$ cat config.mk
export PLATFORM = sky130hd
export DESIGN_NAME = cap_unit
export DESIGN_NICKNAME = d
export VERILOG_FILES = /design/src/rtl/cap_pkg.sv /design/src/rtl/cap_sync.sv /design/src/rtl/cap_presc.sv /design/src/rtl/cap_unit.sv
export SDC_FILE = /design/constraint.sdc
export NUM_CORES = 1
export LEC_CHECK = 0
export BUFFER_PORTS_ARGS = -buffer_cell sky130_fd_sc_hd__buf_2
export CAP_MARGIN = 0
export CORE_UTILIZATION = 51
export CTS_CLUSTER_DIAMETER = 120
export DETAILED_ROUTE_END_ITERATION = 8
export PLACE_DENSITY_LB_ADDON = 0.2
export SLEW_MARGIN = 20
export SYNTH_ARGS = -nofsm -noshare
export SYNTH_HDL_FRONTEND = slang
export SYNTH_SLANG_ARGS = --single-unit
$ cat constraint.sdc
create_clock -name clk_i -period 2.8 [get_ports clk_i]
set_input_delay 0.56 -clock clk_i [delete_from_list [all_inputs] [get_ports clk_i]]
set_output_delay 0.56 -clock clk_i [all_outputs]
set_load 0.005 [all_outputs]
$ cat src/rtl/cap_pkg.sv
package cap_pkg;
  localparam int MODE_W = 4;

  typedef enum logic [MODE_W-1:0] {
    MODE_OFF   = 4'b0000,
    MODE_FALL  = 4'b0100,
    MODE_RISE  = 4'b0101,
    MODE_DIV4  = 4'b0110,
    MODE_DIV16 = 4'b0111
  } cap_mode_e;

  function automatic logic is_capture(logic [MODE_W-1:0] m);
    return m[3:2] == 2'b01;
  endfunction
endpackage

$ cat src/rtl/cap_sync.sv
module cap_sync #(
  parameter int STAGES = 2
) (
  input  logic clk_i,
  input  logic rst_ni,
  input  logic pin_i,
  output logic rise_o,
  output logic fall_o
);
  // STAGES synchronizer flops plus one history flop for edge detection
  logic [STAGES:0] sh_q;

  always_ff @(posedge clk_i or negedge rst_ni) begin
    if (!rst_ni) sh_q <= '0;
    else         sh_q <= {sh_q[STAGES-1:0], pin_i};
  end

  assign rise_o =  sh_q[STAGES-1] & ~sh_q[STAGES];
  assign fall_o = ~sh_q[STAGES-1] &  sh_q[STAGES];
endmodule

$ cat src/rtl/cap_presc.sv
module cap_presc
  import cap_pkg::*;
#(
  parameter int CNT_W = 4
) (
  input  logic              clk_i,
  input  logic              rst_ni,
  input  logic [MODE_W-1:0] mode_i,
  input  logic              rise_i,
  input  logic              fall_i,
  output logic              evt_o,
  output logic [CNT_W-1:0]  cnt_o
);
  localparam int SMALL_W = CNT_W / 2;

  logic [CNT_W-1:0] cnt_q;
  logic             active;

  assign active = is_capture(mode_i);

  // count survives direct capture-to-capture switches
  always_ff @(posedge clk_i or negedge rst_ni) begin
    if (!rst_ni)      cnt_q <= '0;
    else if (!active) cnt_q <= '0;
    else if (rise_i)  cnt_q <= cnt_q + 1'b1;
  end

  always_comb begin
    case (mode_i)
      MODE_FALL:  evt_o = fall_i;
      MODE_RISE:  evt_o = rise_i;
      MODE_DIV4:  evt_o = rise_i & (&cnt_q[SMALL_W-1:0]);
      MODE_DIV16: evt_o = rise_i & (&cnt_q);
      default:    evt_o = 1'b0;
    endcase
  end

  assign cnt_o = cnt_q;
endmodule

$ cat src/rtl/cap_unit.sv
module cap_unit
  import cap_pkg::*;
#(
  parameter int TMR_W  = 16,
  parameter int SYNC_N = 2,
  parameter int PRE_W  = 4
) (
  input  logic              clk_i,
  input  logic              rst_ni,
  input  logic              pin_i,
  input  logic [TMR_W-1:0]  timer_i,
  input  logic [MODE_W-1:0] mode_i,
  input  logic              flag_clr_i,
  output logic [TMR_W-1:0]  cap_o,
  output logic              flag_o
);
  logic [MODE_W-1:0] mode_q;
  logic              rise, fall;
  logic              cap_evt;
  logic [PRE_W-1:0]  presc_cnt;
  logic              mode_swap;
  logic [TMR_W-1:0]  cap_q;
  logic              flag_q;

  always_ff @(posedge clk_i or negedge rst_ni) begin
    if (!rst_ni) mode_q <= MODE_OFF;
    else         mode_q <= mode_i;
  end

  // capture-to-capture change: flag only, no load
  assign mode_swap = is_capture(mode_i) & is_capture(mode_q) & (mode_i != mode_q);

  cap_sync #(.STAGES(SYNC_N)) i_sync (
    .clk_i (clk_i),
    .rst_ni(rst_ni),
    .pin_i (pin_i),
    .rise_o(rise),
    .fall_o(fall)
  );

  cap_presc #(.CNT_W(PRE_W)) i_presc (
    .clk_i (clk_i),
    .rst_ni(rst_ni),
    .mode_i(mode_q),
    .rise_i(rise),
    .fall_i(fall),
    .evt_o (cap_evt),
    .cnt_o (presc_cnt)
  );

  always_ff @(posedge clk_i or negedge rst_ni) begin
    if (!rst_ni)      cap_q <= '0;
    else if (cap_evt) cap_q <= timer_i;
  end

  // set beats clear
  always_ff @(posedge clk_i or negedge rst_ni) begin
    if (!rst_ni)                    flag_q <= 1'b0;
    else if (cap_evt || mode_swap)  flag_q <= 1'b1;
    else if (flag_clr_i)            flag_q <= 1'b0;
  end

  assign cap_o  = cap_q;
  assign flag_o = flag_q;
endmodule

==> out/results.tsv, run 1 <==
metric	value	unit
sum of negative setup slack	0	ns
Post-Synthesis Mean Instance Area	16.2	µm²
cts repair resizes	0	
io pins	41	
count of hold buffers inserted by post-cts repair	0	
number of violations of the max-capacitance limit	0	
first drt pass iteration count	2	
Synth Net Count	96	
placer's final routability congestion estimate	0.670	
post-detailed-route DRC marker count	0	
part of the cycle the worst path needs	68.0	%
relative area change from synthesis to final layout	20.5	%
layout cell share with drive strength beyond 1	56.6	%
via count of the routed design	714	
crit end category	flip-flop	
share of synthesized area occupied by flip-flops and latches	60.9	%
number of inserted filler cells in the final layout	160	
number of different library cells in the post-synthesis netlist	22	
master cell of the clock root buffer	clkbuf_4	
Worst Tran Pin Value	0.651	ns
Iteration-0 DRC Markers	6	
global-route met2 utilization	29.2	%
initial antenna violation count	0	
Reg-to-Reg Start	i_sync.sh_q[1]$_DFF_PN0_	
unrepaired setup endpoints after global routing	no	
warning count from the yosys run	0	
clock tree from TritonCTS	done	
Core ar.	2040	µm²
worst vdd rail ir drop	375	µV
Layout Cell Area excl Fill	1390	µm²
sequential cell area	701	µm²
Place WS	0.888	ns
run status	complete, no violations	
clk_lat worst skew	0.31	ns
die area	2450	µm²
DRT Wirelength	1880	µm
cell row count	16	
max-slew headroom at the worst pin	56.5	%
worst setup skew after layout	0.00279	ns
global routing's busiest layer	met2	
Worst path slowest cell	a21oi_4	
cell accounting for the most synthesized area	dfrtp_1	
clock sinks	28	
Post-CTS Setup Repair Bufs	0	
Vias/cell	5.10	
number of endpoints with negative hold slack in the final report	0	
aggregate global routing overflow	0	
path category of the worst min-delay check	primary input to async pin	
maximum clock insertion buffer count	2	
global-route wire length before repair	3050	µm
standby leakage power	0.000704	µW
required time worst endpoint	3.02	ns
startpoint of the most critical setup path	i_sync.sh_q[1]$_DFF_PN0_	
starting density of the core	56.4	%
kind of critical path	flip-flop to flip-flop	
top post-synthesis cells by area	dfrtp_1, mux2_4, mux2_2, xor2_1, a2111oi_4	
Slew Viols, Final	0	
GR Util met1	20.6	%
diode count	0	
fraction of post-synthesis cell area in the top cell type by area	60.9	%
highest cell delay on the worst timing path	0.54	ns
clock slew at reported path FFs	0.13	ns
areal power density over the cells	611	nW/µm²
min cycle time layout	1.90	ns
overall die width	49.5	µm
detail-routed net length per standard cell	13.4	µm
Die Height	49.5	µm
CP arrival	2.12	ns
area of combinational cells with multiple inputs	427	µm²
Cells after Synth	71	
crit path buf inv count	0	
CP cell instances	nor2b_4 -> a22o_1 -> a21oi_4 -> mux2_2	
port buffer count	40	
post-layout worst setup margin	0.897	ns
dominant delay contributor by cell family on the critical path	compound AO/OA/AOI/OAI gates	
number of synthesized register bits	28	
critical path fanouts, max	17	
vias in the first global route	700	
post-synth design cell area	1150	µm²
number of buffers added by the clock tree synthesis step	3	
Setup violations, final	0	
Max Clock Freq	525	MHz
final net count	140	
startpoint types	flip-flop	
met3 Resource Use GR	4.63	%
cell area reported after detailed placement	1370	µm²
level count of the clock H-tree	1	
total routing usage reported by global routing	17.4	%
detailed placement HPWL	1430	µm
Antenna Violating Nets Remaining	0	
largest net degree at the start of global routing	29	
kinds of logic after synthesis:
logic type | synth area share (%)
adder cells (fa/ha/maj) | 1.09
flip-flops | 60.9
XOR/XNOR | 3.80
buffers and inverters | 2.06
AO/OA/AOI/OAI | 5.00
AND/OR/NAND/NOR | 7.72
multiplexers | 19.5
synth_stat cells:
library cell / n
a2111oi_4: 1
a21oi_4: 1
a22o_1: 1
buf_12: 1
dfrtp_1: 28
ha_1: 1
inv_1: 1
mux2_2: 7
mux2_4: 9
mux2i_1: 1
nand2_2: 1
nand2b_1: 1
nand2b_4: 1
nand3_1: 1
nand3b_1: 1
nand4_1: 1
nor2_1: 6
nor2b_4: 1
nor3b_1: 1
o21ai_0: 1
xnor2_1: 1
xor2_1: 4
stage by stage:
step / std cells / hold WS [ns] / power [µW] / utilization, %
finish: 140 / 0.225 / 848 / 68.0
global route: 140 / 0.270 / 892 / 68.0
CTS: 140 / 0.232 / 861 / 68.0
detailed placement: 137 / 0.356 / 705 / 66.9
global placement: 137 / 0.335 / 694 / 66.9
floorplan: 71 / 0.264 / 606 / -
worst reg2reg max path, stage by stage, from the launching register on:
cell	delay [ns]
dfrtp_1	0.43
nor2b_4	0.16
a22o_1	0.26
a21oi_4	0.54
mux2_2	0.42
state kept, by name, indices dropped and copies added, names as in the netlist:
signal,cells
cap_o,16
flag_o,1
i_presc.cnt_o,4
i_sync.sh_q,3
mode_q,4
power breakdown:
part	total (µW)	internal, µW	switching [µW]	leakage, µW
Combinational	185	120	64.2	0.000353
Clock	155	50.4	105	0.0000138
Sequential	508	470	37.5	0.000337
per-layer routing:
metal	share of wire (%)	wire length [µm]	vias to the layer above
li1	-	-	329
met1	42	792	351
met2	49	924	30
met3	6.6	124	4
met4	1.9	35	0
met5	0	0	-
worst paths after layout:
kind / endpoint / slack (ns) / depth (start not counted)
setup / recovery: cap_o[11]$_DFFE_PN0P_ / 0.90 / 4
hold / removal: i_presc.cnt_o[2]$_DFFE_PN0P_ / 0.22 / 1
setup reg to reg: cap_o[11]$_DFFE_PN0P_ / 0.90 / 4
hold reg to reg: i_sync.sh_q[1]$_DFF_PN0_ / 0.38 / 0
max in group asynchronous: i_presc.cnt_o[3]$_DFFE_PN0P_ / 2.19 / 1
min in group clk_i: i_sync.sh_q[0]$_DFF_PN0_ / 0.34 / 1
area by class of cell:
type	count	share of cell area [%]
Multi-Input combinational cell	41	30.7
Tap cell	27	2.43
Inverter	1	0.271
Timing Repair Buffer	40	14.4
Clock buffer	3	1.62
Sequential cell	28	50.5
layout by cell type, fill, tap and decap left out:
cell       instances
ha_1               1
nand4_1            1
nor2b_4            1
o21ai_0            1
dfrtp_1           28
nand3b_1           1
buf_2             40
nor2_1             6
mux2_2             7
a22o_1             1
nor3b_1            1
nand2_2            1
nand2b_4           1
inv_1              1
a2111oi_4          1
nand3_1            1
mux2i_1            1
mux2_4             9
xnor2_1            1
clkbuf_4           3
nand2b_1           1
xor2_1             4
a21oi_4            1
No activity file was read; power rests on OpenSTA's default activity.
==> inputs of run 2 (changes only) <==
Settings changed: CORE_UTILIZATION 51 to 43.
Clock period 2.8 ns to 1.7 ns, I/O delays scaled along.
==> run 2 against run 1 <==
  * The flow now finishes with violations (negative hold slack)
  * Clock skew rose by 0.0019 ns
  * Critical path depth rose by 2
  * Global-route usage fell by 2.7 points
  * Wire length fell by 4.4%
==> out/results.tsv, run 2 (synthesis gave the netlist of run 1 again) <==
metric	value	unit
run status	complete, but fails checks	
violated checks	negative hold slack	
crit end category	flip-flop	
maximum clock insertion buffer count	2	
standby leakage power	0.000729	µW
required time worst endpoint	1.93	ns
min cycle time layout	1.62	ns
CP arrival	1.85	ns
kind of critical path	flip-flop to flip-flop	
clk_lat worst skew	0.33	ns
global-route wire length before repair	2900	µm
areal power density over the cells	1080	nW/µm²
relative area change from synthesis to final layout	25.2	%
most used cells in the layout excluding fill and tap cells	buf_2, dfrtp_1, mux2_4, mux2_2, nor2_1	
cts repair resizes	0	
worst vdd rail ir drop	684	µV
io pins	41	
Die Height	53.7	µm
Setup violations, final	0	
critical path fanouts, max	17	
total routing usage reported by global routing	14.7	%
layout cell share with drive strength beyond 1	57.4	%
post-detailed-route DRC marker count	0	
number of flip-flops in the largest register	16	
startpoint types	flip-flop	
initial antenna violation count	0	
most common library cell in the layout ignoring fill and taps	buf_2	
final hold slack	-0.000784	ns
setup slack, reg-to-reg	0.08	ns
clock tree from TritonCTS	done	
path category of the worst min-delay check	primary input to async pin	
Vias/cell	4.77	
Antenna Violating Nets Remaining	0	
cell row count	18	
cell count after placement	141	
sum of negative setup slack	0	ns
max-slew headroom at the worst pin	59.9	%
unrepaired setup endpoints after global routing	no	
Core ar.	2500	µm²
number of buffers added by the clock tree synthesis step	3	
final std cells w/o fill	145	
first drt pass iteration count	3	
Post-CTS Setup Repair Bufs	0	
level count of the clock H-tree	1	
Worst Tran Pin Value	0.602	ns
clock slew at reported path FFs	0.14	ns
placer's final routability congestion estimate	0.625	
worst setup skew after layout	0.00464	ns
Iteration-0 DRC Markers	2	
final net count	141	
starting density of the core	46.0	%
overall die width	53.7	µm
Slew Viols, Final	0	
port buffer count	40	
largest net degree at the start of global routing	29	
vias in the first global route	689	
part of the cycle the worst path needs	95.4	%
number of endpoints with negative hold slack in the final report	7	
count of hold buffers inserted by post-cts repair	0	
number of violations of the max-capacitance limit	0	
die area	2890	µm²
aggregate global routing overflow	0	
clock sinks	28	
via count of the routed design	692	
detail-routed net length per standard cell	12.4	µm
Max Clock Freq	617	MHz
master cell of the clock root buffer	clkbuf_4	
DRT Wirelength	1790	µm
diode count	0	
-- run 2: changes by cell type in the layout (fill, tap and decap cells not counted) --
cell       previous run  this run
buf_12                0         1
bufinv_16             0         1
-- run 2: critical path: stages (launching register included) --
cell	delay [ns]
dfrtp_1	0.43
ha_1	0.21
nand3b_1	0.16
a2111oi_4	0.06
a21oi_4	0.15
buf_12	0.18
mux2_2	0.34
-- run 2: worst paths after layout --
check	startpoint	endpoint	cells after the start
worst max-delay path	i_presc.cnt_o[0]$_DFFE_PN0P_	cap_o[0]$_DFFE_PN0P_	6
worst max register to register	i_presc.cnt_o[0]$_DFFE_PN0P_	cap_o[0]$_DFFE_PN0P_	6
max in group asynchronous	rst_ni	flag_o$_DFFE_PN0P_	1
min in group clk_i	pin_i	i_sync.sh_q[0]$_DFF_PN0_	1
worst min register to register	i_sync.sh_q[0]$_DFF_PN0_	i_sync.sh_q[1]$_DFF_PN0_	0
worst min-delay path	rst_ni	cap_o[9]$_DFFE_PN0P_	1
-- run 2: report_power, final --
group          leakage [µW]  switching, µW  internal (µW)  total (µW)
clock             0.0000279            188            239         427
sequential         0.000337           58.8            775         834
combinational      0.000364            104            200         304
total              0.000729            350           1210        1560
-- run 2: cell type report --
class                           count  area, µm²
Timing Repair Buffer               41        220
Sequential cell                    28        701
Fill cell                         211       1060
Multi-Input combinational cell     41        427
Clock inverter                      1       30.0
Clock buffer                        3       22.5
Tap cell                           30       37.5
Inverter                            1       3.75
-- run 2: metrics by stage --
stage | total power (µW) | worst slack, ns | instance area, µm² | utilization, %
floorplan | 997 | 0.0801 | 1150 | -
global placement | 1150 | 0.0902 | 1390 | 55.6
detailed placement | 1160 | 0.0737 | 1390 | 55.6
CTS | 1590 | 0.0648 | 1440 | 57.7
global route | 1660 | 0.00389 | 1440 | 57.7
finish | 1560 | 0.0782 | 1440 | 57.7
-- run 2: metal layers --
layer	global-route usage [%]	part of all wire, %
met1	16.6	45
met2	23.7	44
met4	10.5	2.6
met5	0	0
met3	3.95	8.0
